### config.mk
export PLATFORM = sky130hd
export DESIGN_NAME = l2_evbuf_addr_ctl
export DESIGN_NICKNAME = d
export VERILOG_FILES = /design/src/rtl/l2buf_pkg.sv /design/src/rtl/l2_host_decode.sv /design/src/rtl/l2_wptr_sel.sv /design/src/rtl/l2_rd_port.sv /design/src/rtl/l2_evbuf_addr_ctl.sv
export SDC_FILE = /design/constraint.sdc
export NUM_CORES = 1
export LEC_CHECK = 0
export CORE_MARGIN = 5
export CORE_UTILIZATION = 42
export CTS_BUF_LIST = sky130_fd_sc_hd__clkbuf_4 sky130_fd_sc_hd__clkbuf_8
export DETAILED_ROUTE_END_ITERATION = 8
export PLACE_DENSITY = 0.89
export SETUP_SLACK_MARGIN = 0.15
export SYNTH_ARGS = -nofsm -noshare
export SYNTH_HDL_FRONTEND = slang
export SYNTH_SLANG_ARGS = --single-unit
### constraint.sdc
create_clock -name clk -period 2.15 [get_ports clk]
set_input_delay 0.43 -clock clk [delete_from_list [all_inputs] [get_ports clk]]
set_output_delay 0.43 -clock clk [all_outputs]
set_load 0.005 [all_outputs]
### src/rtl/l2buf_pkg.sv
// Shared types and host address map for the level-2 buffer address control.
// Assumes a byte-granular host address of at least eight bits.
package l2buf_pkg;

    typedef enum logic {
        MODE_RUN  = 1'b0,
        MODE_TEST = 1'b1
    } l2_mode_e;

    // Host address map (offsets in the low address space)
    localparam int CFG_OFS       = 'h00;
    localparam int FAKE_OFS      = 'h04;
    localparam int RD_REGION     = 2;   // value of the two top address bits
    localparam int BUF_FIELD_LSB = 4;   // readout buffer field position
    localparam int PAIR_W        = 2;   // tower-pair field at the address LSBs
    localparam int CFG_MODE_BIT  = 0;
    localparam int CFG_PTR_LSB   = 1;

    typedef struct packed {
        logic              cfg_wr;
        logic              fake_wr;
        logic              rd_cyc;
        logic [PAIR_W-1:0] pair;
    } host_dec_t;

endpackage

### src/rtl/l2_host_decode.sv
// Decodes one host cycle into control-word write, fake accept and readout
// read. Purely combinational; assumes host inputs are stable around the edge.
module l2_host_decode
    import l2buf_pkg::*;
#(
    parameter int HADDR_W = 8,
    parameter int NPAIR   = 3
) (
    input  logic               host_sel,
    input  logic               host_write,
    input  logic [HADDR_W-1:0] host_addr,
    output host_dec_t          dec
);

    localparam logic [HADDR_W-1:0] CFG_A  = HADDR_W'(CFG_OFS);
    localparam logic [HADDR_W-1:0] FAKE_A = HADDR_W'(FAKE_OFS);

    logic              in_window;
    logic [PAIR_W-1:0] pair_idx;

    // Classify the current host cycle
    always_comb begin
        in_window   = (host_addr[HADDR_W-1 -: 2] == 2'(RD_REGION));
        pair_idx    = host_addr[PAIR_W-1:0];
        dec.cfg_wr  = host_sel && host_write && (host_addr == CFG_A);
        dec.fake_wr = host_sel && host_write && (host_addr == FAKE_A);
        dec.rd_cyc  = host_sel && !host_write && in_window
                      && (int'(pair_idx) < NPAIR);
        dec.pair    = pair_idx;
    end

endmodule

### src/rtl/l2_wptr_sel.sv
// Holds the mode and test pointer, selects the fill pointer source and
// issues the one-hot fill strobe. Assumes NBUF is a power of two.
module l2_wptr_sel
    import l2buf_pkg::*;
#(
    parameter int NBUF  = 4,
    parameter int BA_W  = $clog2(NBUF),
    parameter int CFG_W = 1 + BA_W
) (
    input  logic             clk,
    input  logic             rst_n,
    input  logic             cfg_wr,
    input  logic [CFG_W-1:0] cfg_word,
    input  logic             fake_wr,
    input  logic             trig_acc,
    input  logic [BA_W-1:0]  trig_addr,
    output logic [BA_W-1:0]  wr_addr,
    output logic [NBUF-1:0]  fill_stb,
    output logic             test_mode
);

    l2_mode_e        mode_q;
    logic [BA_W-1:0] tptr_q;
    logic [BA_W-1:0] sel_ptr;
    logic            fire;

    // Control word register: mode and test pointer
    always_ff @(posedge clk) begin
        if (!rst_n) begin
            mode_q <= MODE_RUN;
            tptr_q <= '0;
        end else if (cfg_wr) begin
            mode_q <= l2_mode_e'(cfg_word[CFG_MODE_BIT]);
            tptr_q <= cfg_word[CFG_PTR_LSB +: BA_W];
        end
    end

    // Pointer source and accept source follow the current mode
    always_comb begin
        test_mode = (mode_q == MODE_TEST);
        sel_ptr   = test_mode ? tptr_q : ~trig_addr;
        fire      = test_mode ? fake_wr : trig_acc;
    end

    // Registered fill pointer
    always_ff @(posedge clk) begin
        if (!rst_n) wr_addr <= '0;
        else        wr_addr <= sel_ptr;
    end

    // One strobe flop per buffer
    for (genvar i = 0; i < NBUF; i++) begin : g_fill
        always_ff @(posedge clk) begin
            if (!rst_n) fill_stb[i] <= 1'b0;
            else        fill_stb[i] <= fire && (sel_ptr == BA_W'(i));
        end
    end

endmodule

### src/rtl/l2_rd_port.sv
// Registers the readout buffer address and the per-pair active-low readout
// enables. Assumes the decode already qualified the read cycle.
module l2_rd_port
    import l2buf_pkg::*;
#(
    parameter int NPAIR = 3,
    parameter int BA_W  = 2
) (
    input  logic             clk,
    input  logic             rst_n,
    input  logic [BA_W-1:0]  buf_field,
    input  host_dec_t        dec,
    output logic [BA_W-1:0]  rd_addr,
    output logic [NPAIR-1:0] rd_en_n
);

    // Readout buffer address straight from the host field
    always_ff @(posedge clk) begin
        if (!rst_n) rd_addr <= '0;
        else        rd_addr <= buf_field;
    end

    // One active-low enable per tower pair
    for (genvar k = 0; k < NPAIR; k++) begin : g_en
        always_ff @(posedge clk) begin
            if (!rst_n) rd_en_n[k] <= 1'b1;
            else        rd_en_n[k] <= !(dec.rd_cyc && (dec.pair == PAIR_W'(k)));
        end
    end

endmodule

### src/rtl/l2_evbuf_addr_ctl.sv
// Top of the level-2 buffer address control: host decode, fill pointer
// selection and readout port. All outputs are registered, one cycle latency.
module l2_evbuf_addr_ctl
    import l2buf_pkg::*;
#(
    parameter int NBUF    = 4,
    parameter int NPAIR   = 3,
    parameter int HADDR_W = 8,
    parameter int BA_W    = $clog2(NBUF),
    parameter int CFG_W   = 1 + BA_W
) (
    input  logic               clk,
    input  logic               rst_n,
    input  logic               trig_acc,
    input  logic [BA_W-1:0]    trig_addr,
    input  logic               host_sel,
    input  logic               host_write,
    input  logic [HADDR_W-1:0] host_addr,
    input  logic [CFG_W-1:0]   host_wdata,
    output logic [BA_W-1:0]    wr_addr,
    output logic [NBUF-1:0]    fill_stb,
    output logic [BA_W-1:0]    rd_addr,
    output logic [NPAIR-1:0]   rd_en_n
);

    host_dec_t dec;
    logic      test_mode;

    l2_host_decode #(
        .HADDR_W (HADDR_W),
        .NPAIR   (NPAIR)
    ) u_dec (
        .host_sel   (host_sel),
        .host_write (host_write),
        .host_addr  (host_addr),
        .dec        (dec)
    );

    l2_wptr_sel #(
        .NBUF  (NBUF),
        .BA_W  (BA_W),
        .CFG_W (CFG_W)
    ) u_wptr (
        .clk       (clk),
        .rst_n     (rst_n),
        .cfg_wr    (dec.cfg_wr),
        .cfg_word  (host_wdata),
        .fake_wr   (dec.fake_wr),
        .trig_acc  (trig_acc),
        .trig_addr (trig_addr),
        .wr_addr   (wr_addr),
        .fill_stb  (fill_stb),
        .test_mode (test_mode)
    );

    l2_rd_port #(
        .NPAIR (NPAIR),
        .BA_W  (BA_W)
    ) u_rd (
        .clk       (clk),
        .rst_n     (rst_n),
        .buf_field (host_addr[BUF_FIELD_LSB +: BA_W]),
        .dec       (dec),
        .rd_addr   (rd_addr),
        .rd_en_n   (rd_en_n)
    );

endmodule

==> results.md, run 1 <==
* GR Util met1 at 15.2%
* Worst Setup End Kind: output port
* Cts bufs inserted at 3
* CP Max Fanout at 1
* Die X at 46.3 um
* Worst setup margin at 0.626 ns
* Largest delay contributor family on the critical path: buffers and inverters
* CP required at 1.72 ns
* Reg-to-reg endpoint: u_wptr.fill_stb[0]
* Synth Register Bits at 14
* DR pass1 iterations at 4
* Buffer count from post-CTS setup fixing at 0
* Routed Wire Length at 1260 um
* Netlist cell types at 17
* Met2 usage at 22.5%
* FMAX at 656 MHz
* Hold EP: u_wptr.tptr_q[1]
* Post-synth ARST share at 0%
* Routed Antenna Nets at 0
* Setup violators final at 0
* VDD IR max at about 0.47 mV
* Drt drc at 0
* First-pass GRT wire length at 2080 um
* H-Tree Depth at 1
* Total nets after synthesis at 71
* Synth area leaders: dfxtp_1 51%, mux2i_1 9.0%, and2_1 5.7%
* Sequential share of the synthesized area at 50.7%
* Cell Int Power at 0.000416 W
* Worst-path cell chain: clkdlybuf4s50_1
* Share of cells above drive strength 1 at 10.7%
* # rows at 13
* Vias in the first global route at between 400 and 500
* Final period utilization at 70.9%
* R2R depth at 3
* Overflow after GRT at 0
* Largest net degree at the start of global routing at 10
* Share of total power in the clock network at 35.3%
* Via count at 490
* Global placement routability congestion at 0.729
* Root Driver: clkbuf_4
* Outcome: complete, no violations
* Synth-to-Final Area Change at 60.4%
* CP Launch Type: flip-flop
* Psw at roughly 0.00011 W
* CTS Sinks at 14
* DP Wirelength at 985 um
* Vias per cell at 4.95
* Total GRT Usage at 13.9%
* Post-synth top area cell: dfxtp_1
* R2R setup slack at 0.96 ns
* Core Region at around 1300 um2
* Max Cap Viol at 0
* Routed WL per cell at 12.7 um
* Worst R2R Start: u_wptr.test_mode
* IO Count at 29
* # nets final at 103
* Setup TNS at 0 ns
* Fin. max-slew vios at 0
* Post-Route Utilization at 69.9%
* Commonest cells post-synth: 14 x dfxtp_1, 8 x nand2_1, 5 x and2_1, 5 x mux2i_1, 4 x a211oi_1
* Share of power burned in combinational logic at around 14%
* PwrDens at roughly 590 nW/um2
* Global route hottest layer: met2
* Final min period at between 1.5 and 2 ns
* Syn avg cell area at around 10 um2
* WHS Path Cells at 2
* Post-synth top area share at 50.7%
* Clock buffer depth at 2
* Synth warn at 0
* DRT iter0 DRCs at 7
* Initial antenna violation count at 0
* Post-CTS Hold Buffers at 0
* Hold path start: u_wptr.tptr_q[1]
* CP max stage cell: clkdlybuf4s50_1
* # resized after CTS at 0
* CTS clk-pin slew, worst paths at 0.08 ns
* Clock Skews at 0.000611 ns
* Max stage delay on crit path at 0.51 ns
* Starting Density at 43.6%
* Crit Path Category: reg2out
* Pre-CTS WS at 0.348 ns
* Switch share at between 20% and 30%
* EDFF count, synth at 0
* CTS tree: yes
* IO Port Bufs at 28
* Mapped Cells at 53
* Die height at 46.3 um
* Slew headroom at 76.4%
* Final hold violation count at 0
* Min-delay worst type: reg2reg
* Die ar. at roughly 2100 um2
* RSZ-0062 raised after global routing: false
* Critical Path AT at approximately 1.1 ns
* Most common cell in the netlist: dfxtp_1
* Worst Tran Pin Value at about 0.35 ns
* Sequential share of power at 50.9%
* Most used DFF post-synth: dfxtp_1
* P_leak at 0.351 nW
* Clk_lat worst skew at around 0.28 ns
* Met3 Use GR at 3.13%
* Buf+Inv Stages, Crit Path at 1
* Cell Area, Synth at 553 um2
* Ant diodes at 0
logic make-up after synthesis:
group,share of synthesized area (%)
AOI/OAI and AO/OA,5.43
DFF,50.7
muxes,13.1
buffers and inverters,2.94
and+or+nand+nor,27.8
routing by layer:
| metal | vias up | share of wire, % |
|---|---|---|
| met5 | - | 0 |
| met4 | 0 | 1.8 |
| met3 | 2 | 8.1 |
| met2 | 22 | 50 |
| met1 | 218 | 40 |
| li1 | 248 | - |
flip-flops by register name, indices dropped and copies added (netlist names):
register / flops
u_rd.rd_addr: 2
u_rd.rd_en_n: 3
u_wptr.fill_stb: 4
u_wptr.test_mode: 1
u_wptr.tptr_q: 2
u_wptr.wr_addr: 2
cell usage in the layout (no fill, tap or decap), drive strengths merged:
cell,synthesis,final
a211oi,4,4
and2,5,5
and3,1,1
buf,1,1
clkbuf,1,4
clkdlybuf4s50,0,28
dfxtp,14,14
inv,2,2
mux2,2,2
mux2i,5,5
nand2,8,8
nand2b,2,2
nand3b,2,2
nand4,1,1
nand4b,1,1
nor3,2,2
nor4,2,2
final cells by class:
class / count / area (um2)
fill: 108 / 382
tap: 15 / 18.8
multi-input combinational: 35 / 256
clock buffer: 4 / 36.3
inverter: 2 / 7.51
sequential: 14 / 280
timing repair buffer: 29 / 288
worst max-delay path by stage:
| stage | start | endpoint | cells past startpoint |
|---|---|---|---|
| 2_1_floorplan | host_addr[1] | u_wptr.test_mode | 3 |
| 3_3_place_gp | host_addr[1] | u_wptr.tptr_q[1] | 4 |
| 3_5_place_dp | host_addr[1] | u_wptr.tptr_q[0] | 4 |
| 4_1_cts | u_rd.rd_en_n[1] | rd_en_n[1] | 1 |
| 5_1_grt | host_addr[5] | u_wptr.fill_stb[1] | 4 |
| 6_report | u_rd.rd_en_n[0] | rd_en_n[0] | 1 |
power groups by stage:
stage	combinational [W]	sequential (W)	clock, W
after floorplan	0.0000184	0.000274	0
after global placement	0.0000705	0.000273	0
after detailed placement	0.0000714	0.000273	0
after CTS	0.0000725	0.000267	0.000193
after global routing	0.0000775	0.000268	0.000207
final	0.0000723	0.000267	0.000185
stage by stage:
stage               total power [W]  instance area (um2)  instances  hold WS [ns]
floorplan                  0.000292                  553         53         0.447
global placement           0.000343                  851         95         0.461
detailed placement         0.000345                  851         95         0.474
CTS                        0.000533                  887         99         0.486
global route               0.000552                  887         99         0.519
finish                     0.000524                  887         99         0.480
Note: power is estimated with default switching activity, not from simulation.
==> inputs of run 2 (changes only) <==
Settings changed: CORE_UTILIZATION 42 to 39, PLACE_DENSITY 0.89 to 0.83.
Clock period 2.15 ns to 1.52 ns, I/O delays scaled along.
==> results.md, run 2 (synthesized netlist as in run 1, its figures left out) <==
* IO Count at 29
* CP Launch Type: input port
* CP required at 1.68 ns
* GR Util met1 at 15.2%
* Top flop regs: u_wptr.fill_stb (4), u_rd.rd_en_n (3)
* Largest net degree at the start of global routing at 10
* Setup violators final at 0
* Max stage delay on crit path at ~0.44 ns
* Slew headroom at 74.3%
* CP Max Fanout at 3
* Final instance area at 945 um2
* P_leak at about 0.42 nW
* Share of power burned in combinational logic at 14.5%
* # rows at 13
* Final hold violation count at 0
* DRT iter0 DRCs at 8
* Worst setup margin at about 0.22 ns
* Most frequent cells in the layout: 15 x clkdlybuf4s50_1, 14 x dfxtp_1, 11 x dlygate4sd2_1
* Fin Hold WS at 0.428 ns
* DR pass1 iterations at 4
* Max Cap Viol at 0
* Routed Wire Length at 1320 um
* Met3 Use GR at between 2 and 2.5%
* CTS clk-pin slew, worst paths at 0.10 ns
* Outcome: complete, no violations
* Post-place instance area at 888 um2
* Core Region at between 1000 and 1500 um2
* Die ar. at ~2300 um2
* Cts bufs inserted at 3
* Die X at 47.7 um
* Total GRT Usage at 14.0%
* Vias in the first global route at between 400 and 500
* Final min period at 1.30 ns
* Met2 usage at 24.6%
* FMAX at 768 MHz
* Initial antenna violation count at 0
* Synth-to-Final Area Change at 70.8%
* Cell Int Power at just under 0.0006 W
* Clock buffer depth at 2
* Pre-CTS WS at -0.156 ns
* Overflow after GRT at 0
* Worst Tran Pin Value at 0.383 ns
* Post-CTS Hold Buffers at 0
* Root Driver: clkbuf_4
* Critical Path AT at 1.46 ns
* Vias per cell at ~4.7
* Most common cell after layout, fill and taps aside: clkdlybuf4s50_1
* H-Tree Depth at 1
* Ant diodes at 0
* Buffer count from post-CTS setup fixing at 0
* Psw at around 0.00017 W
* Worst-path cell chain: clkdlybuf4s50_1, nor4_4, nand4b_1, mux2i_1
* Top reg by flops: u_wptr.fill_stb
* Clk_lat worst skew at 0.28 ns
* Setup TNS at 0 ns
* Share of cells above drive strength 1 at 20.2%
* RSZ-0062 raised after global routing: false
* PwrDens at 801 nW/um2
* Global route hottest layer: met2
* Largest register FFs at 4
* Post-Route Utilization at 71.7%
* Buf+Inv Stages, Crit Path at 1
* Final period utilization at between 80% and 90%
* First-pass GRT wire length at 2160 um
* IO Port Bufs at 28
* # nets final at 108
* Drt drc at 0
* CTS Sinks at 14
* Fin. max-slew vios at 0
* Clock Skews at 0.0121 ns
* Global placement routability congestion at 0.726
* CTS tree: yes
* Crit Path Category: in2reg
* CP max stage cell: clkdlybuf4s50_1
* Routed Antenna Nets at 0
* DP Wirelength at 1070 um
* Routed WL per cell at roughly 13 um
* Starting Density at 42.0%
* Switch share at 22.0%
* Min-delay worst type: in2reg
* Worst Setup End Kind: flip-flop
* Share of total power in the clock network at a little over a third
* Via count at just under 500
* VDD IR max at between 0.5 and 0.6 mV
* Die height at 47.7 um
* Largest delay contributor family on the critical path: simple AND/OR/NAND/NOR gates
* Sequential share of power at 49.9%
## run 2: power groups by stage
| stage | registers [W] | logic [W] | clock network, W |
|---|---|---|---|
| floorplan | 0.000388 | 0.0000261 | 0 |
| global placement | 0.000386 | 0.000109 | 0 |
| detailed placement | 0.000386 | 0.000111 | 0 |
| CTS | 0.000377 | 0.000106 | 0.000282 |
| global route | 0.000378 | 0.000119 | 0.000304 |
| finish | 0.000377 | 0.000109 | 0.000270 |
## run 2: worst reg2reg max path, cell delays in order (launching register included)
cell      delay (ns)
dfxtp_1         0.48
and3_1          0.25
nand4_4         0.15
a211oi_2        0.25
## run 2: repair_timing
item,CTS,global route
resized for setup,12,6
pin swaps,0,5
endpoints found under the setup margin,12,7
hold endpoints to repair,0,0
## run 2: worst paths after layout
check / startpoint / to / slack [ns] / cells past startpoint
hold / removal: host_addr[0] / u_rd.rd_en_n[1] / 0.43 / 3
hold reg to reg: u_wptr.tptr_q[1] / u_wptr.tptr_q[1] / 0.47 / 2
setup / recovery: host_addr[3] / u_wptr.tptr_q[0] / 0.22 / 4
setup reg to reg: u_wptr.test_mode / u_wptr.fill_stb[3] / 0.29 / 3
## run 2: per-stage QoR
step | power [W] | instances
final | 0.000756 | 104
after global routing | 0.000800 | 104
after CTS | 0.000766 | 104
after detailed placement | 0.000497 | 100
after global placement | 0.000495 | 100
after floorplan | 0.000414 | 53
## run 2: per-layer routing
| layer | wire length [um] | vias up |
|---|---|---|
| met5 | 0 | - |
| met4 | 23 | 0 |
| met3 | 114 | 2 |
| met2 | 654 | 20 |
| met1 | 526 | 211 |
| li1 | - | 259 |
## run 2: final cells by class
type	count	area, um2
inverters	2	7.51
well taps	15	18.8
fillers	108	373
multi-input cells	35	285
repair buffers	34	317
flip-flops and latches	14	280
clock buffers	4	36.3
